==> config.mk <==
export PLATFORM = sky130hd
export DESIGN_NAME = owid_responder
export DESIGN_NICKNAME = d
export VERILOG_FILES = /design/src/rtl/owid_pkg.sv /design/src/rtl/owid_line_mon.sv /design/src/rtl/owid_presence.sv /design/src/rtl/owid_slot_timer.sv /design/src/rtl/owid_responder.sv
export SDC_FILE = /design/constraint.sdc
export NUM_CORES = 1
export LEC_CHECK = 0
export BUFFER_PORTS_ARGS = -buffer_cell sky130_fd_sc_hd__buf_4
export CAP_MARGIN = 20
export CORE_AREA = 5 5 75 77
export DETAILED_ROUTE_END_ITERATION = 12
export DIE_AREA = 0 0 80 82
export GPL_TIMING_DRIVEN = 0
export MAX_ROUTING_LAYER = met4
export PLACE_DENSITY_LB_ADDON = 0.1
export SYNTH_ARGS = -nofsm -noshare
export SYNTH_HDL_FRONTEND = slang
export SYNTH_SLANG_ARGS = --single-unit
==> constraint.sdc <==
create_clock -name clk -period 3.7 [get_ports clk]
set_input_delay 0.37 -clock clk [delete_from_list [all_inputs] [get_ports clk]]
set_output_delay 0.37 -clock clk [all_outputs]
set_load 0.1 [all_outputs]
==> src/rtl/owid_pkg.sv <==
package owid_pkg;

    typedef enum logic [2:0] {
        ST_IDLE,
        ST_PRES,
        ST_CMD,
        ST_ROM,
        ST_SRCH,
        ST_MUTE
    } owid_state_e;

    typedef enum logic [1:0] {
        TRI_TRUE,
        TRI_COMP,
        TRI_PICK
    } tri_phase_e;

    typedef struct packed {
        logic fall;
        logic reset_done;
        logic long_low;
    } line_evt_t;

    typedef struct packed {
        logic active;
        logic hold;
        logic bit_v;
        logic done;
    } slot_stat_t;

    localparam logic [7:0] CMD_READ_ID   = 8'h33;
    localparam logic [7:0] CMD_SEARCH_ID = 8'hF0;
    localparam int         ID_W          = 64;

    function automatic logic [7:0] chk_step(input logic [7:0] c, input logic b);
        logic       fb;
        logic [7:0] n;
        fb = c[0] ^ b;
        n  = c >> 1;
        if (fb) n = n ^ 8'h8C;
        return n;
    endfunction

    function automatic logic [ID_W-1:0] make_id(input logic [7:0] fam, input logic [47:0] ser);
        logic [55:0] body;
        logic [7:0]  c;
        body = {ser, fam};
        c    = 8'h00;
        for (int i = 0; i < 56; i++) c = chk_step(c, body[i]);
        return {c, body};
    endfunction

endpackage

==> src/rtl/owid_line_mon.sv <==
module owid_line_mon #(
    parameter int RESET_MIN_US = 480
) (
    input  logic                clk,
    input  logic                rst,
    input  logic                tick_us,
    input  logic                line_i,
    output owid_pkg::line_evt_t evt_o
);
    localparam int            CW  = $clog2(RESET_MIN_US + 1);
    localparam logic [CW-1:0] LIM = CW'(RESET_MIN_US);

    logic          line_q;
    logic [CW-1:0] low_cnt;

    always_ff @(posedge clk) begin
        if (rst) begin
            line_q  <= 1'b1;
            low_cnt <= '0;
        end else begin
            line_q <= line_i;
            if (line_i)
                low_cnt <= '0;
            else if (tick_us && low_cnt != LIM)
                low_cnt <= low_cnt + 1'b1;
        end
    end

    always_comb begin
        evt_o.fall       = line_q & ~line_i;
        evt_o.reset_done = ~line_q & line_i & (low_cnt == LIM);
        evt_o.long_low   = ~line_i & (low_cnt == LIM);
    end

    // a reset is recognised only at the end of a low period
    p_reset_ends_low_r1: assert property (@(posedge clk) disable iff (rst)
        evt_o.reset_done |-> $past(!line_i));

endmodule

==> src/rtl/owid_presence.sv <==
module owid_presence #(
    parameter int WAIT_US = 30,
    parameter int LEN_US  = 120
) (
    input  logic clk,
    input  logic rst,
    input  logic tick_us,
    input  logic start_i,
    input  logic abort_i,
    output logic drive_o,
    output logic done_o
);
    localparam int            MAXV = (WAIT_US > LEN_US) ? WAIT_US : LEN_US;
    localparam int            CW   = $clog2(MAXV + 1);
    localparam logic [CW-1:0] W_LAST = CW'(WAIT_US - 1);
    localparam logic [CW-1:0] L_LAST = CW'(LEN_US - 1);

    typedef enum logic [1:0] {P_IDLE, P_WAIT, P_DRIVE} pres_e;

    pres_e         st;
    logic [CW-1:0] cnt;

    always_ff @(posedge clk) begin
        done_o <= 1'b0;
        if (rst || abort_i) begin
            st  <= P_IDLE;
            cnt <= '0;
        end else if (start_i) begin
            st  <= P_WAIT;
            cnt <= '0;
        end else if (tick_us) begin
            unique case (st)
                P_WAIT: begin
                    if (cnt == W_LAST) begin
                        st  <= P_DRIVE;
                        cnt <= '0;
                    end else cnt <= cnt + 1'b1;
                end
                P_DRIVE: begin
                    if (cnt == L_LAST) begin
                        st     <= P_IDLE;
                        cnt    <= '0;
                        done_o <= 1'b1;
                    end else cnt <= cnt + 1'b1;
                end
                default: cnt <= '0;
            endcase
        end
    end

    assign drive_o = (st == P_DRIVE);

    // the line is always released for a wait time after a reset ends
    p_wait_after_start_r2: assert property (@(posedge clk) disable iff (rst)
        start_i |=> !drive_o);

endmodule

==> src/rtl/owid_slot_timer.sv <==
module owid_slot_timer #(
    parameter int SAMPLE_US = 30,
    parameter int HOLD_US   = 30
) (
    input  logic                 clk,
    input  logic                 rst,
    input  logic                 tick_us,
    input  logic                 en_i,
    input  logic                 fall_i,
    input  logic                 line_i,
    output owid_pkg::slot_stat_t stat_o
);
    localparam int            END_US = (SAMPLE_US > HOLD_US) ? SAMPLE_US : HOLD_US;
    localparam int            EW     = $clog2(END_US + 1);
    localparam logic [EW-1:0] END_V  = EW'(END_US);
    localparam logic [EW-1:0] SMP_PRE = EW'(SAMPLE_US - 1);
    localparam logic [EW-1:0] HOLD_V = EW'(HOLD_US);

    logic          act;
    logic          smp;
    logic [EW-1:0] el;
    logic          done;

    assign done = act && (el == END_V) && line_i;

    always_ff @(posedge clk) begin
        if (rst || !en_i) begin
            act <= 1'b0;
            el  <= '0;
            smp <= 1'b1;
        end else if (!act) begin
            if (fall_i) begin
                act <= 1'b1;
                el  <= '0;
            end
        end else begin
            if (tick_us && el != END_V) el <= el + 1'b1;
            if (tick_us && el == SMP_PRE) smp <= line_i;
            if (done) act <= 1'b0;
        end
    end

    always_comb begin
        stat_o.active = act;
        stat_o.hold   = act && (el < HOLD_V);
        stat_o.bit_v  = smp;
        stat_o.done   = done;
    end

    // a slot closes only after its sample point has passed
    p_close_after_sample_r4: assert property (@(posedge clk) disable iff (rst)
        $fell(act) && $past(en_i) |-> $past(el) == END_V);

endmodule

==> src/rtl/owid_responder.sv <==
module owid_responder #(
    parameter logic [7:0]  FAMILY_CODE  = 8'h01,
    parameter logic [47:0] SERIAL_NO    = 48'h3C5A96E10F27,
    parameter int          RESET_MIN_US = 480,
    parameter int          PRES_WAIT_US = 30,
    parameter int          PRES_LEN_US  = 120,
    parameter int          SAMPLE_US    = 30,
    parameter int          HOLD_US      = 30
) (
    input  logic clk,
    input  logic rst,
    input  logic tick_us,
    input  logic line_i,
    output logic drive_low_o,
    output logic presence_o,
    output logic sending_o,
    output logic searching_o,
    output logic muted_o
);
    import owid_pkg::*;

    localparam logic [ID_W-1:0] ID   = make_id(FAMILY_CODE, SERIAL_NO);
    localparam int              IW   = $clog2(ID_W);
    localparam logic [IW-1:0]   LAST = IW'(ID_W - 1);

    line_evt_t   evt;
    slot_stat_t  slot;
    owid_state_e state;
    tri_phase_e  tri_ph;
    logic [7:0]  cmd_sr;
    logic [2:0]  cmd_cnt;
    logic [IW-1:0] bit_idx;
    logic        pres_drive, pres_done;
    logic        slot_en, slot_drive, id_bit;
    logic [7:0]  cmd_next;

    owid_line_mon #(.RESET_MIN_US(RESET_MIN_US)) mon_i (
        .clk(clk), .rst(rst), .tick_us(tick_us), .line_i(line_i), .evt_o(evt)
    );

    owid_presence #(.WAIT_US(PRES_WAIT_US), .LEN_US(PRES_LEN_US)) pres_i (
        .clk(clk), .rst(rst), .tick_us(tick_us),
        .start_i(evt.reset_done), .abort_i(evt.long_low),
        .drive_o(pres_drive), .done_o(pres_done)
    );

    assign slot_en = (state == ST_CMD) || (state == ST_ROM) || (state == ST_SRCH);

    owid_slot_timer #(.SAMPLE_US(SAMPLE_US), .HOLD_US(HOLD_US)) slot_i (
        .clk(clk), .rst(rst), .tick_us(tick_us), .en_i(slot_en),
        .fall_i(evt.fall), .line_i(line_i), .stat_o(slot)
    );

    assign id_bit   = ID[bit_idx];
    assign cmd_next = {slot.bit_v, cmd_sr[7:1]};

    always_ff @(posedge clk) begin
        if (rst) begin
            state   <= ST_IDLE;
            tri_ph  <= TRI_TRUE;
            cmd_sr  <= '0;
            cmd_cnt <= '0;
            bit_idx <= '0;
        end else if (evt.reset_done) begin
            state   <= ST_PRES;
            tri_ph  <= TRI_TRUE;
            cmd_cnt <= '0;
            bit_idx <= '0;
        end else if (evt.long_low) begin
            state <= ST_IDLE;
        end else begin
            unique case (state)
                ST_PRES: if (pres_done) state <= ST_CMD;
                ST_CMD: if (slot.done) begin
                    cmd_sr  <= cmd_next;
                    cmd_cnt <= cmd_cnt + 1'b1;
                    if (cmd_cnt == 3'd7) begin
                        bit_idx <= '0;
                        tri_ph  <= TRI_TRUE;
                        if (cmd_next == CMD_READ_ID)        state <= ST_ROM;
                        else if (cmd_next == CMD_SEARCH_ID) state <= ST_SRCH;
                        else                                state <= ST_MUTE;
                    end
                end
                ST_ROM: if (slot.done) begin
                    if (bit_idx == LAST) state <= ST_MUTE;
                    else bit_idx <= bit_idx + 1'b1;
                end
                ST_SRCH: if (slot.done) begin
                    unique case (tri_ph)
                        TRI_TRUE: tri_ph <= TRI_COMP;
                        TRI_COMP: tri_ph <= TRI_PICK;
                        default: begin
                            tri_ph <= TRI_TRUE;
                            if (slot.bit_v != id_bit || bit_idx == LAST) state <= ST_MUTE;
                            else bit_idx <= bit_idx + 1'b1;
                        end
                    endcase
                end
                default: ;
            endcase
        end
    end

    always_comb begin
        slot_drive = 1'b0;
        if (slot.hold) begin
            if (state == ST_ROM) slot_drive = ~id_bit;
            else if (state == ST_SRCH) begin
                if (tri_ph == TRI_TRUE)      slot_drive = ~id_bit;
                else if (tri_ph == TRI_COMP) slot_drive = id_bit;
            end
        end
    end

    assign drive_low_o = pres_drive | slot_drive;
    assign presence_o  = pres_drive;
    assign sending_o   = (state == ST_ROM);
    assign searching_o = (state == ST_SRCH);
    assign muted_o     = (state == ST_MUTE);

    // presence only follows a recognised reset
    p_presence_needs_reset_r3: assert property (@(posedge clk) disable iff (rst)
        $rose(pres_drive) |-> state == ST_PRES);

    // a silent responder never pulls the line
    p_silent_when_muted_r9: assert property (@(posedge clk) disable iff (rst)
        state == ST_MUTE |-> !drive_low_o);

    // after an abort the line is left alone
    p_idle_quiet_r10: assert property (@(posedge clk) disable iff (rst)
        state == ST_IDLE |-> !drive_low_o);

    // status flags never overlap
    p_flags_exclusive_r11: assert property (@(posedge clk) disable iff (rst)
        $onehot0({presence_o, sending_o, searching_o, muted_o}));

    // the transfer index advances only when a slot closes
    p_index_on_slot_r5: assert property (@(posedge clk) disable iff (rst)
        (state == ST_ROM && $past(state == ST_ROM) && $past(bit_idx) != bit_idx)
            |-> $past(slot.done));

endmodule

==> metrics.csv, run 1 <==
stage;metric;value;unit
timing;final setup vio count;0;
finish;most frequent cells in the layout;dfxtp_1 (49), nor2_1 (40), nand2_1 (38);
setup_path;Crit Path Max Fanout;9;
drt;DRC;0;
global_routing;GR Util All Layers;19.54;%
clock_network;worst skew pair latency;300;ps
placement;number of port buffers;7;
clock_network;number of buffers created by CTS;5;
setup_path;startpoint types;flip-flop;
placement;placed cell count;409;
drt;WL per Instance;13.72;um
synthesis;synthesized area;0.002823;mm^2
finish;non-filler instance count after layout;415;
finish;n_diodes;0;
synthesis;flops & latches, synth;49;
synthesis;Synth Net Count;351;
drt;vias post-DR;2389;
setup_path;worst r2r path cells;13;
timing;fin crit share;87.88;%
timing;slew at the pin closest to its max-slew limit;788.9;ps
setup_path;CP Depth;13;
timing;Setup WS post-layout;448.5;ps
clock_network;root cell of the clock tree;clkbuf_8;
global_routing;initial antenna violation count;0;
drt;Via density;5.757;
drt;DR iter-0 viols;99;
finish;Final Core Density;61.49;%
synthesis;Syn. warnings;0;
power;switching pwr;188.5;uW
setup_path;critical path type;reg -> reg;
flow_run;max-capacitance violation count;0;
clock_network;clk buf depth;2;
die;Die W;80;um
die;chip height;82;um
timing;Period minus WS final;3251;ps
setup_path;CP peak stage delay;440;ps
synthesis;number of synthesized flops with an enable pin;0;
timing;setup TNS;0;ps
placement;GPL Wtd Cong;0.8295;
setup_path;Critical Path Most Common Cell;ha_1;
power;Tot Pwr;849.0;uW
clock_network;setup bufs post-CTS;0;
worst_hold_path;HP Class;in -> reg;
power;Worst IR Drop VDD;0.1531;mV
setup_path;CP max stage cell;dfxtp_1;
synthesis;Cell variety after synth;69;
synthesis;asr flop ratio synth;0;%
drt;Total Routed Length;5694;um
synthesis;sequential-to-total area share from yosys stat;34.75;%
global_routing;largest net degree at the start of global routing;14;
clock_network;clock sink count;49;
power;Clock power frac;34.5;%
outcome;outcome;completed;
setup_path;sum of buffers and inverters on the critical path;2;
finish;Syn-to-layout area delta;7.713;%
finish;share of layout cells above drive strength 1;9.855;%
clock_network;CTS clk-pin slew, worst paths;90;ps
die;Core ar.;0.004945;mm^2
timing;unrepaired setup endpoints after global routing;false;
placement;DP Worst Slack;345.3;ps
clock_network;CTS tree;done;
timing;Clock Skew;7.558;ps
synthesis;post-synthesis cell count;332;
worst_hold_path;Hold Path Stages;3;
setup_path;crit path DAT;3470;ps
setup_path;WP data required;3920;ps
setup_path;CP delay by family, top;simple AND/OR/NAND/NOR gates;
synthesis;syn_area_per_cell;8.502;um^2
die;die area;0.006560;mm^2
timing;max-slew violation count;0;
setup_path;reg-to-reg slack, setup;450;ps
power;share of power burned in registers;62.3;%
timing;Hold Fails Final Rpt;0;
timing;fmax;307.6;MHz
global_routing;total congestion overflow;0;
power;P_leak;0.001163;uW
power;combinational share of power;3.2;%
drt;Final ANT Viol Nets;0;
die;initial core utilization;57.09;%
setup_path;Worst setup EP type;flip-flop;
power;Pint;660.5;uW
power;switching share of power;22.20;%
clock_network;H-tree depth;2;
placement;HPWL Detailed;4174;um
setup_path;CP cell instances;or3b_1, buf_6, clkinv_8, o2bb2ai_4, o211a_1, mux2i_1, nand2b_1, ha_1, ha_1, nor2_1, a31oi_1, o211a_2, nor4b_4;
global_routing;vias in the first global route;2237;
global_routing;first-pass GRT wire length;9936;um
power;Power Density;279.3;mW/mm^2
synthesis;Primary FF master, synth;dfxtp_1;
finish;# nets final;365;
die;Ports;9;
die;# rows;26;
timing;Slew headroom;46.72;%
drt;Pre-Repair DR Iteration Count;4;
finish;filler cell count in the final layout;435;
finish;most common cell after layout, fill and taps aside;dfxtp_1;
sequential cells by signal (all words and copies together), names as in the netlist, 2 cells and up:
signal	cells
mon_i.low_cnt	9
cmd_sr	7
pres_i.cnt	7
bit_idx	6
slot_i.el	5
cmd_cnt	3
state	3
pres_i.st	2
tri_ph	2
tightest hold or removal path: stages:
cell     delay (ps)
buf_4           120
or2_2           130
a21oi_1          40
Yosys cell counts (3+ instances only):
library cell  instances  area [um^2]
dfxtp_1              49        980.9
nor2_1               40        150.1
nand2_1              38        142.6
a21oi_1              21        105.1
inv_1                17        63.81
ha_1                 15        187.7
mux2i_1              14        140.1
xor2_1               10        87.58
nand3_1               9        45.04
o21ai_0               9        45.04
nor3_1                7        35.03
clkbuf_1              6        22.52
nand4_1               6        37.54
nand2b_1              5        31.28
a21o_1                4        30.03
nor4_1                4        25.02
and2_1                3        18.77
and3_1                3        18.77
or3_1                 3        18.77
what timing repair did:
item | CTS | global route
hold buffers | 0 | 0
hold endpoints to repair | 0 | 0
endpoints found under the setup margin | 0 | 1
resized for setup | 0 | 1
power groups by stage:
stage               clock network (uW)  logic (uW)  registers, uW
finish                             293        27.4            529
global route                       323        31.1            529
CTS                                303        27.9            529
detailed placement                   0        27.7            541
global placement                     0        27.2            541
floorplan                            0        18.2            541
cells by family after synthesis:
family	Yosys count	synth area share [%]
AND/OR/NAND/NOR	140	25.40
AO/OA/AOI/OAI	71	19.06
flip-flops	49	34.75
buffers and inverters	29	4.654
multiplexers	16	5.762
adder cells (fa/ha/maj)	15	6.649
XOR/XNOR	12	3.723
worst paths after layout:
kind / from / to
max: state[2] / id_bit
min: rst / slot_i.act
max reg2reg: state[2] / id_bit
min reg2reg: mon_i.low_cnt[6] / mon_i.low_cnt[6]
layer usage:
metal / up-vias / share of wire [%] / GRT usage [%] / wire length, um
li1: 1218 / - / - / -
met1: 1141 / 51 / 25.08 / 2909
met5: - / 0 / - / 0
met4: 0 / 1.3 / 6.419 / 75
met2: 24 / 45 / 31.04 / 2555
met3: 6 / 2.7 / 3.728 / 154
layout make-up:
cell class,count,area [um^2],share of cell area (%)
Buffer,9,43.79,1.440
Clock buffer,5,68.82,2.263
Clock inverter,1,5.005,0.1646
Inverter,20,87.58,2.881
Multi-Input combinational cell,254,1714,56.38
Sequential cell,49,980.9,32.26
Tap cell,70,87.58,2.881
Timing Repair Buffer,7,52.55,1.728
through the flow:
step,cell area [um^2],hold slack [ps]
after detailed placement,2963,492.8
after global routing,3040,418.0
after floorplan,2823,462.7
after global placement,2963,478.7
after CTS,3037,400.4
final,3040,398.9
Note: power is estimated with default switching activity, not from simulation.
==> run 2: changes to the inputs <==
--- a/config.mk
+++ b/config.mk
@@ -5,14 +5,16 @@
 export SDC_FILE = /design/constraint.sdc
 export NUM_CORES = 1
 export LEC_CHECK = 0
+export ABC_AREA = 1
 export BUFFER_PORTS_ARGS = -buffer_cell sky130_fd_sc_hd__buf_4
 export CAP_MARGIN = 20
-export CORE_AREA = 5 5 75 77
+export CORE_AREA = 5 5 76 78
 export DETAILED_ROUTE_END_ITERATION = 12
-export DIE_AREA = 0 0 80 82
+export DIE_AREA = 0 0 81 83
 export GPL_TIMING_DRIVEN = 0
 export MAX_ROUTING_LAYER = met4
 export PLACE_DENSITY_LB_ADDON = 0.1
+export SLEW_MARGIN = 0
 export SYNTH_ARGS = -nofsm -noshare
 export SYNTH_HDL_FRONTEND = slang
 export SYNTH_SLANG_ARGS = --single-unit
==> run 2 against run 1 <==
Flip-flop and latch count unchanged. Final area up 2.0%. Cell count up 19%. Global-route usage down 0.096 points. Largest cell class unchanged.
==> metrics.csv, run 2 <==
stage;metric;value;unit
timing;max-slew violation count;0;
synthesis;top cell type's share of synthesized area;34.27;%
setup_path;WP data required;3960;ps
die;# rows;26;
clock_network;number of buffers created by CTS;5;
outcome;outcome;completed;
timing;Period minus WS final;2612;ps
global_routing;total congestion overflow;0;
timing;Clock Skew;8.144;ps
synthesis;Synth Net Count;426;
die;chip height;83;um
setup_path;CP cell instances;inv_1, ha_1, nand2_1, nor2_1, nand3_1, nand3_4, nor2_8, nand2_4, buf_6, nand2_4, nand2_4, nor2_8, inv_1, ha_1, ha_1, o21ai_0, nand3_1, nand2_1;
finish;non-filler instance count after layout;492;
drt;DR iter-0 viols;105;
synthesis;number of synthesized flops with an enable pin;0;
drt;Final ANT Viol Nets;0;
worst_hold_path;HP Class;in -> reg;
synthesis;Post-synth top cells;nand2_1 (76), inv_1 (66), dfxtp_1 (49), nor2_1 (38), a21oi_1 (33);
clock_network;CTS tree;done;
synthesis;most frequent cell after synthesis;nand2_1;
setup_path;RR Endpoint;id_bit;
synthesis;synth top area cells;dfxtp_1 (34%), nand2_1 (10%), inv_1 (8.7%);
synthesis;asr flop ratio synth;0;%
setup_path;R2R Path Start;mon_i.low_cnt[0];
power;Worst IR Drop VDD;0.2616;mV
timing;final setup vio count;0;
setup_path;startpoint types;flip-flop;
die;Die W;81;um
setup_path;CP peak stage delay;400;ps
synthesis;flops & latches, synth;49;
placement;number of port buffers;8;
worst_hold_path;Hold Path Stages;2;
timing;worst hold margin;256.2;ps
power;P_leak;0.001294;uW
finish;n_diodes;0;
drt;Total Routed Length;5689;um
placement;GPL Wtd Cong;0.8525;
synthesis;adder-cell share of the synthesized area;6.556;%
synthesis;Compound-Gate Fraction of Synth Area;14.86;%
finish;most common cell after layout, fill and taps aside;nand2_1;
finish;share of layout cells above drive strength 1;10.43;%
drt;DRC;0;
setup_path;crit path DAT;2870;ps
drt;Pre-Repair DR Iteration Count;4;
global_routing;vias in the first global route;2457;
timing;unrepaired setup endpoints after global routing;false;
setup_path;Worst setup startpoint;mon_i.low_cnt[0];
clock_network;setup bufs post-CTS;0;
setup_path;Worst Setup EP;id_bit;
timing;fin crit share;70.60;%
die;Ports;9;
setup_path;Worst setup EP type;flip-flop;
setup_path;Crit Path Max Fanout;10;
finish;Final Core Density;61.89;%
global_routing;first-pass GRT wire length;10410;um
synthesis;Syn. warnings;0;
clock_network;H-tree depth;2;
synthesis;largest family of logic cells by synthesized area;simple AND/OR/NAND/NOR gates;
synthesis;Cell variety after synth;37;
synthesis;post-synthesis mux area share;0;%
finish;Syn-to-layout area delta;8.304;%
timing;fmax;382.8;MHz
synthesis;syn_area_per_cell;7.034;um^2
synthesis;Yosys top cell by area;dfxtp_1;
timing;setup TNS;0;ps
finish;most frequent cells in the layout;nand2_1 (76), inv_1 (66), dfxtp_1 (49);
clock_network;Hold-fix buffers, CTS;0;
synthesis;xor and xnor fraction of the mapped netlist area;1.224;%
timing;slew at the pin closest to its max-slew limit;568.4;ps
synthesis;sequential-to-total area share from yosys stat;34.27;%
timing;Slew headroom;61.61;%
finish;Largest regs;mon_i.low_cnt: 9 flops, cmd_sr: 7 flops, pres_i.cnt: 7 flops;
setup_path;worst r2r path cells;18;
finish;register with the most flip-flops;mon_i.low_cnt;
clock_network;clk buf depth;2;
placement;HPWL Detailed;4464;um
global_routing;GR Util All Layers;19.44;%
setup_path;reg-to-reg slack, setup;1090;ps
global_routing;met1 usage;24.35;%
synthesis;Primary FF master, synth;dfxtp_1;
power;Power Density;538.2;mW/mm^2
drt;vias post-DR;2537;
synthesis;synthesized area;0.002863;mm^2
flow_run;max-capacitance violation count;0;
clock_network;worst skew pair latency;300;ps
timing;Hold Fails Final Rpt;0;
drt;Via density;5.157;
clock_network;clock sink count;49;
finish;Largest register FFs;9;
synthesis;post-synthesis simple-gate area fraction;33.65;%
die;Core ar.;0.005010;mm^2
clock_network;root cell of the clock tree;clkbuf_8;
synthesis;post-synthesis cell count;407;
finish;# nets final;441;
global_routing;routing usage on met2;31.07;%
power;Tot Pwr;1669;uW
placement;placed cell count;485;
drt;WL per Instance;11.56;um
setup_path;CP max stage cell;dfxtp_1;
clock_network;# resized after CTS;0;
global_routing;initial antenna violation count;0;
clock_network;CTS clk-pin slew, worst paths;90;ps
global_routing;met3 Use GR;3.788;%
die;die area;0.006723;mm^2
global_routing;largest net degree at the start of global routing;15;
setup_path;critical path type;reg -> reg;
global_routing;GRT Max-Usage Layer;met2;
die;initial core utilization;57.14;%
## run 2: cell count changes after synthesis, sizes merged, moves of 5 or more
cell,change
o21ai,+19
mux2i,-14
xor2,-7
a21oi,+12
nand2,+50
nand3,+24
clkbuf,-6
nor3,+6
nand2b,-5
inv,+50
## run 2: area by class of cell
cell class	instances	area, um^2
repair buffers	8	60.06
fillers	517	1909
flip-flops and latches	49	980.9
plain buffers	1	11.26
clock inverters	1	7.507
clock buffers	6	82.58
well taps	70	87.58
multi-input cells	288	1612
inverters	69	259.0
## run 2: worst min-delay path by stage
stage | end | startpoint | slack [ps]
detailed placement | cmd_sr[1] | cmd_sr[1] | 460
floorplan | mon_i.low_cnt[8] | mon_i.low_cnt[8] | 420
global placement | mon_i.low_cnt[8] | mon_i.low_cnt[8] | 450
global route | pres_i.st[0] | rst | 250
finish | pres_i.st[0] | rst | 260
CTS | pres_i.st[0] | rst | 250
## run 2: kinds of logic after synthesis
logic type	count (synthesis)
AND/OR/NAND/NOR	192
adder cells (fa/ha/maj)	15
XOR/XNOR	4
AO/OA/AOI/OAI	77
buffers and inverters	70
flip-flops	49
## run 2: metal layers
metal	vias up	wire length (um)
li1	1366	-
met1	1143	2755
met2	19	2715
met3	9	135
met4	0	82
met5	-	0
## run 2: critical path, delay by kind of cell (launching register included)
family,cells,cell delay [ps]
simple gates,11,1060
fa+ha+maj,3,660
flops,1,400
buf+inv,3,280
compound gates,1,170
## run 2: where the power goes
part	total (uW)	leakage (uW)	switching [uW]	internal, uW
Sequential	616	0.000397	43.9	572
Combinational	725	0.000854	485	240
Clock	328	0.0000433	180	148
## run 2: per-stage QoR
stage / setup WS [ps] / area, um^2
after floorplan: 783.0 / 2863
after global placement: 1135 / 3010
after detailed placement: 1122 / 3010
after CTS: 1068 / 3100
after global routing: 817.9 / 3100
final: 1088 / 3100
